--- config.mk ---
export PLATFORM = sky130hd
export DESIGN_NAME = ashr_unit
export DESIGN_NICKNAME = d
export VERILOG_FILES = /design/src/rtl/ashr_pkg.sv /design/src/rtl/ashr_decode.sv /design/src/rtl/ashr_shift_core.sv /design/src/rtl/ashr_flags.sv /design/src/rtl/ashr_unit.sv
export SDC_FILE = /design/constraint.sdc
export NUM_CORES = 1
export LEC_CHECK = 0
export CAP_MARGIN = 20
export CELL_PAD_IN_SITES_DETAIL_PLACEMENT = 1
export CELL_PAD_IN_SITES_GLOBAL_PLACEMENT = 2
export CORE_MARGIN = 5
export CORE_UTILIZATION = 28
export CTS_CLUSTER_DIAMETER = 200
export CTS_CLUSTER_SIZE = 16
export DETAILED_ROUTE_END_ITERATION = 10
export PLACE_DENSITY = 0.95
export SLEW_MARGIN = 25
export SYNTH_ARGS = -nofsm -noshare
export SYNTH_HDL_FRONTEND = slang
export SYNTH_SLANG_ARGS = --single-unit
--- constraint.sdc ---
create_clock -name clk -period 9.79 [get_ports clk]
set_clock_uncertainty 0.1 [all_clocks]
set_input_delay 2.4475 -clock clk [delete_from_list [all_inputs] [get_ports clk]]
set_output_delay 2.4475 -clock clk [all_outputs]
set_load 0.03 [all_outputs]
--- src/rtl/ashr_pkg.sv ---
// Shared constants and types for the arithmetic right shift slice.
// Assumes 16-bit compact instruction words with a 4-bit register index.
package ashr_pkg;
    localparam int INSN_W    = 16;
    localparam int REG_IDX_W = 4;
    localparam int IMM_W     = 5;

    localparam logic [7:0] OPC_REG_FORM = 8'b0100_0001;
    localparam logic [6:0] OPC_IMM_FORM = 7'b011_0101;

    typedef enum logic [1:0] {
        FORM_NONE = 2'd0,
        FORM_REG  = 2'd1,
        FORM_IMM  = 2'd2
    } form_e;
endpackage

--- src/rtl/ashr_decode.sv ---
// Instruction decoder: recognises the two compact shift forms, picks the
// shift count source and extracts the register index fields.
// Assumes CNT_W is wide enough to hold the zero-extended immediate.
module ashr_decode
    import ashr_pkg::*;
#(
    parameter int CNT_W = 6
) (
    input  logic [INSN_W-1:0]    insn,
    input  logic [CNT_W-1:0]     cnt_low,
    output form_e                form,
    output logic [CNT_W-1:0]     cnt,
    output logic [REG_IDX_W-1:0] cnt_idx,
    output logic [REG_IDX_W-1:0] rx_idx
);
    localparam int IMM_LSB = REG_IDX_W;

    // Purpose: match the opcode and select the count for the matched form.
    always_comb begin
        cnt_idx = insn[2*REG_IDX_W-1:REG_IDX_W];
        rx_idx  = insn[REG_IDX_W-1:0];
        if (insn[INSN_W-1:INSN_W-8] == OPC_REG_FORM) begin
            form = FORM_REG;
            cnt  = cnt_low;
        end else if (insn[INSN_W-1:INSN_W-7] == OPC_IMM_FORM) begin
            form = FORM_IMM;
            cnt  = CNT_W'(insn[IMM_LSB+IMM_W-1:IMM_LSB]);
        end else begin
            form = FORM_NONE;
            cnt  = '0;
        end
    end
endmodule

--- src/rtl/ashr_shift_core.sv ---
// Arithmetic right shift datapath with lost-bit carry.
// Counts of W and above saturate to full sign fill; carry is the sign
// ANDed with the OR of the bits that fall below bit 0.
module ashr_shift_core #(
    parameter int W     = 32,
    parameter int CNT_W = 6
) (
    input  logic [W-1:0]     src,
    input  logic [CNT_W-1:0] cnt,
    output logic [W-1:0]     res,
    output logic             ca
);
    localparam int SH_W = CNT_W - 1;

    logic                sign;
    logic                sat;
    logic [W-1:0]        lost_mask;
    logic signed [W-1:0] shifted;

    assign sign = src[W-1];
    assign sat  = (cnt >= CNT_W'(W));

    // Purpose: mark each source bit that leaves the word for this count.
    for (genvar i = 0; i < W; i++) begin : g_lost
        assign lost_mask[i] = sat | (CNT_W'(i) < cnt);
    end

    assign shifted = $signed(src) >>> cnt[SH_W-1:0];

    // Purpose: choose saturated sign fill or the in-range shift, and form carry.
    always_comb begin
        res = sat ? {W{sign}} : shifted;
        ca  = sign & (|(src & lost_mask));
    end
endmodule

--- src/rtl/ashr_flags.sv ---
// Condition field builder: signed compare of the result with zero plus SO.
// Layout is {LT, GT, EQ, SO} from the top bit down.
module ashr_flags #(
    parameter int W = 32
) (
    input  logic [W-1:0] res,
    input  logic         so,
    output logic [3:0]   cr
);
    logic lt, gt, eq;

    // Purpose: derive exactly one of LT/GT/EQ from the result.
    always_comb begin
        lt = res[W-1];
        eq = (res == '0);
        gt = ~lt & ~eq;
        cr = {lt, gt, eq, so};
    end
endmodule

--- src/rtl/ashr_unit.sv ---
// Top of the arithmetic right shift slice. Decodes the compact word,
// shifts, builds flags and registers everything one cycle after issue.
// Assumes operands are presented in the same cycle as issue.
module ashr_unit
    import ashr_pkg::*;
#(
    parameter int W = 32
) (
    input  logic                 clk,
    input  logic                 rst_n,
    input  logic                 issue,
    input  logic [INSN_W-1:0]    insn,
    input  logic                 rec_en,
    input  logic                 so_in,
    input  logic [W-1:0]         src_val,
    input  logic [W-1:0]         cnt_val,
    output logic [REG_IDX_W-1:0] cnt_idx,
    output logic [REG_IDX_W-1:0] rx_idx,
    output logic [W-1:0]         res_q,
    output logic                 res_we,
    output logic                 ca_q,
    output logic                 ca_we,
    output logic [3:0]           cr_q,
    output logic                 cr_we,
    output logic [REG_IDX_W-1:0] wr_idx,
    output logic                 illegal_q
);
    localparam int CNT_W = $clog2(W) + 1;

    form_e            form;
    logic [CNT_W-1:0] cnt;
    logic [W-1:0]     res_d;
    logic             ca_d;
    logic [3:0]       cr_d;
    logic             legal;
    logic             unused_cnt_hi;

    assign unused_cnt_hi = ^cnt_val[W-1:CNT_W];

    ashr_decode #(.CNT_W(CNT_W)) u_dec (
        .insn    (insn),
        .cnt_low (cnt_val[CNT_W-1:0]),
        .form    (form),
        .cnt     (cnt),
        .cnt_idx (cnt_idx),
        .rx_idx  (rx_idx)
    );

    ashr_shift_core #(.W(W), .CNT_W(CNT_W)) u_core (
        .src (src_val),
        .cnt (cnt),
        .res (res_d),
        .ca  (ca_d)
    );

    ashr_flags #(.W(W)) u_flags (
        .res (res_d),
        .so  (so_in),
        .cr  (cr_d)
    );

    assign legal = (form != FORM_NONE);

    // Purpose: output stage with write enables; the condition field holds
    // unless recorded.
    always_ff @(posedge clk) begin
        if (!rst_n) begin
            res_q     <= '0;
            res_we    <= 1'b0;
            ca_q      <= 1'b0;
            ca_we     <= 1'b0;
            cr_q      <= '0;
            cr_we     <= 1'b0;
            wr_idx    <= '0;
            illegal_q <= 1'b0;
        end else begin
            res_we    <= issue & legal;
            ca_we     <= issue & legal;
            cr_we     <= issue & legal & rec_en;
            illegal_q <= issue & ~legal;
            if (issue && legal) begin
                res_q  <= res_d;
                ca_q   <= ca_d;
                wr_idx <= rx_idx;
                if (rec_en) cr_q <= cr_d;
            end
        end
    end

    // zero count passes the source and clears carry.
    p_zero_pass_r4: assert property (@(posedge clk) disable iff (!rst_n)
        (issue && legal && cnt == '0) |=> (res_q == $past(src_val) && !ca_q));

    // register count of W and above fills with the sign, carry = sign.
    p_sat_fill_r5: assert property (@(posedge clk) disable iff (!rst_n)
        (issue && form == FORM_REG && cnt[CNT_W-1])
        |=> (res_q == {W{$past(src_val[W-1])}} && ca_q == $past(src_val[W-1])));

    // the result keeps the source sign.
    p_sign_keep_r2: assert property (@(posedge clk) disable iff (!rst_n)
        (issue && legal) |=> (res_q[W-1] == $past(src_val[W-1])));

    // carry only ever comes from a negative operand.
    p_carry_neg_r3: assert property (@(posedge clk) disable iff (!rst_n)
        (ca_we && ca_q) |-> res_q[W-1]);

    // a recorded field has exactly one compare bit set.
    p_cr_onehot_r6: assert property (@(posedge clk) disable iff (!rst_n)
        cr_we |-> ($countones(cr_q[3:1]) == 1));

    // without a write, the condition field is stable.
    p_cr_hold_r7: assert property (@(posedge clk) disable iff (!rst_n)
        !cr_we |-> $stable(cr_q));

    // an illegal word writes nothing.
    p_illegal_no_we_r9: assert property (@(posedge clk) disable iff (!rst_n)
        illegal_q |-> (!res_we && !ca_we && !cr_we));
endmodule

==> results.md <==
- Synthesized flop and latch total: 44
- Placeable core area: 17200 um2
- # rows: 48
- # diodes: 0
- Detail Route Antenna Nets: 0
- Crit. Startpoint: insn[11]
- WHS: 367 ps
- Endpoints failing hold: 0
- Worst endpoint required time: 9870 ps
- Max Cap Viol: 0
- Sw Ratio: 0.313
- Setup repair bufs after CTS: 0
- First-pass DRT Iterations: 5
- CP cell instances: clkdlybuf4s50_1, or4b_1, o21ai_4, buf_4, nand3_1, o22a_1, a32oi_1, o2111ai_1, nor4_1, and3_1, nand4_1, or4_1, a32o_1
- Mean Syn Cell Area: 6.90 um2
- Largest net degree at the start of global routing: 51
- Synth area leaders: dfxtp_1 (18%), nand2_1 (8.3%), nor2_1 (4.7%), a21oi_1 (4.2%), mux2i_1 (4.1%)
- Worst R2R End: res_q[20]
- Skew-Pair Late Insertion Delay: 290 ps
- Syn-to-layout area delta: 28.7%
- CTS resizes: 0
- Multi-input gate area: 3640 um2
- Max clock buf depth: 2
- WP data arrival: 7400 ps
- Placed inst area: 6080 um2
- Hold Buf Count CTS: 0
- Vias in the first global route: 6318
- Largest area contributor in the netlist: dfxtp_1
- Final Cell Area: 6250 um2
- Total gr overflow: 0
- Worst-Margin Slew: 966 ps
- Reg2Reg Depth: 2
- PwrDens: 83.4 nW/um2
- Peak Freq: 137 MHz
- Fill count: 2151
- Hold path depth: 2
- Synth Warn #: 0
- Share of layout cells above drive strength 1: 0.0633
- Die span in y: 142 um
- Internal power: 0.000358 W
- Global-route wire length before repair: 36700 um
- EDFF count, synth: 0
- Pleak: 2.27 nW
- Sequential fraction of design power: 0.346
- Startpoint Class: input port
- Initial core utilization: 0.283
- Sum of negative setup slack: 0 ps
- Status: finished clean
- Tot GR Track Use: 0.228
- Netlist cell types: 78
- CP max stage cell: or4b_1
- Reg-to-Reg Start: res_q[20]
- Relative slew slack: 0.355
- Residual DRC: 0
- Peak supply drop: 83.1 uV
- Via Count: 6368
- Routed WL: 23800 um
- Port bufs: 111
- Clk sinks: 44
- RSZ-0062 raised after global routing: no
- Critical path class: in -> reg
- Initial antenna violation count: 0
- CTS Buf Count: 5
- Hold path start: wr_idx[1]
- Routed WL per cell: 23.9 um
- Dominant synthesized flop cell: dfxtp_1
- Final setup viols: 0
- CP endpoint kind: flip-flop
- Post-synth top area share: 0.181
- HP Class: reg -> reg
- Combinational Power Share: 0.290
- Crit Path Max Fanout: 40
- Root Driver: clkbuf_16
- Nets: 858
- Sequential fraction of the synthesis area: 0.181
- Period minus WS final: 7320 ps
- Mapped Cells: 704
- Hold Crit Endpoint: wr_idx[1]
- I/O Pins: 138
- Die width: 142 um
- CTS tree: built
- Final GP Congestion: 0.964
- Routed vias/inst: 6.37
- Clock Pin Slew Worst Setup and Hold Paths: 60 ps
- Slowest Stage Delay on Critical Path: 780 ps
- Fraction of registers with async set/reset: 0
- Worst path buffer plus inverter count: 2
- Die area: 20100 um2
- Switching Power: 0.000163 W
- Reg area: 881 um2
- Delay-heaviest family, CP: simple AND/OR/NAND/NOR gates
- Clk pwr share: 0.364
- Drt initial violations: 677
- CTS HTree Levels: 2
- Syn_nets: 789
- Syn Std Cell Area: 4860 um2
- DP Wirelength: 17900 um
- Most frequent cell after synthesis: nand2_1
- Final slew viol count: 0
- Synth cell count leaders: nand2_1 (108), nor2_1 (61), dfxtp_1 (44)
- Tcrit/Tclk final: 0.747
- Worst reg-to-reg setup slack: 8900 ps
-- registers in the layout, indices dropped and copies added, names as in the netlist --
signal     count
res_q         32
cr_q           4
cr_we          1
ca_q           1
wr_idx         4
ca_we          1
illegal_q      1
-- per-layer routing --
layer / vias to the layer above / global-route usage / wire length, um / share of wire
met5: - / 0 / 0 / 0
met4: 0 / 0.0980 / 1140 / 0.048
met3: 90 / 0.0458 / 2110 / 0.089
met2: 359 / 0.371 / 11000 / 0.46
met1: 3083 / 0.293 / 9550 / 0.40
li1: 2836 / - / - / -
-- cell families (layout without fill, tap and decap cells) --
| group | count (synthesis) | count (layout) | share of synthesized area |
|---|---|---|---|
| flip-flops | 44 | 44 | 0.181 |
| AO/OA/AOI/OAI | 274 | 274 | 0.409 |
| buffers and inverters | 76 | 146 | 0.0727 |
| multiplexers | 23 | 23 | 0.0505 |
| AND/OR/NAND/NOR | 287 | 287 | 0.287 |
-- layout by cell type (no fill, tap or decap), drive strengths merged, types with 9 or more instances in the layout --
cell / synthesis / routed
o211ai: 16 / 16
a21oi: 42 / 42
a211oi: 25 / 25
a31oi: 17 / 17
mux2i: 20 / 20
buf: 33 / 19
nor4: 9 / 9
nor3: 19 / 19
a21boi: 16 / 16
and3: 10 / 10
dfxtp: 44 / 44
clkdlybuf4s50: 0 / 111
nand4: 11 / 11
and2: 10 / 10
nor2: 61 / 61
o21ai: 46 / 46
nand2: 109 / 109
o211a: 14 / 14
o22ai: 13 / 13
nand3: 23 / 23
-- final cells by class --
cell class / count / area share
flip-flops and latches: 44 / 0.141
clock inverters: 2 / 0.00561
well taps: 225 / 0.0450
repair buffers: 130 / 0.201
inverters: 8 / 0.00480
clock buffers: 6 / 0.0206
multi-input cells: 584 / 0.582
-- per-stage QoR --
stage | total power, W | instances | utilization | worst slack, ps
final | 0.000521 | 999 | 0.364 | 2470
after global routing | 0.000538 | 999 | 0.364 | 2230
after CTS | 0.000518 | 998 | 0.363 | 2600
after detailed placement | 0.000330 | 990 | 0.354 | 2310
after global placement | 0.000329 | 990 | 0.354 | 2350
after floorplan | 0.000261 | 704 | - | 4110
-- worst max-delay path by stage --
| stage | to | cells past startpoint |
|---|---|---|
| after floorplan | cr_q[2] | 12 |
| final | cr_q[2] | 13 |
| after detailed placement | cr_q[2] | 13 |
| after global placement | cr_q[2] | 13 |
| after CTS | cr_q[2] | 13 |
| after global routing | cr_q[2] | 13 |
-- worst register-to-register path: stages (launching register included) --
cell	delay (ps)
dfxtp_1	330
o21ai_0	240
a31oi_1	70
-- power groups by stage --
| stage | Sequential, W | Clock, W | Combinational, W |
|---|---|---|---|
| floorplan | 0.000186 | 0 | 0.0000745 |
| global placement | 0.000184 | 0 | 0.000144 |
| detailed placement | 0.000185 | 0 | 0.000145 |
| CTS | 0.000180 | 0.000192 | 0.000146 |
| global route | 0.000181 | 0.000199 | 0.000158 |
| finish | 0.000180 | 0.000190 | 0.000151 |
Power figures use the tool's default switching activity.
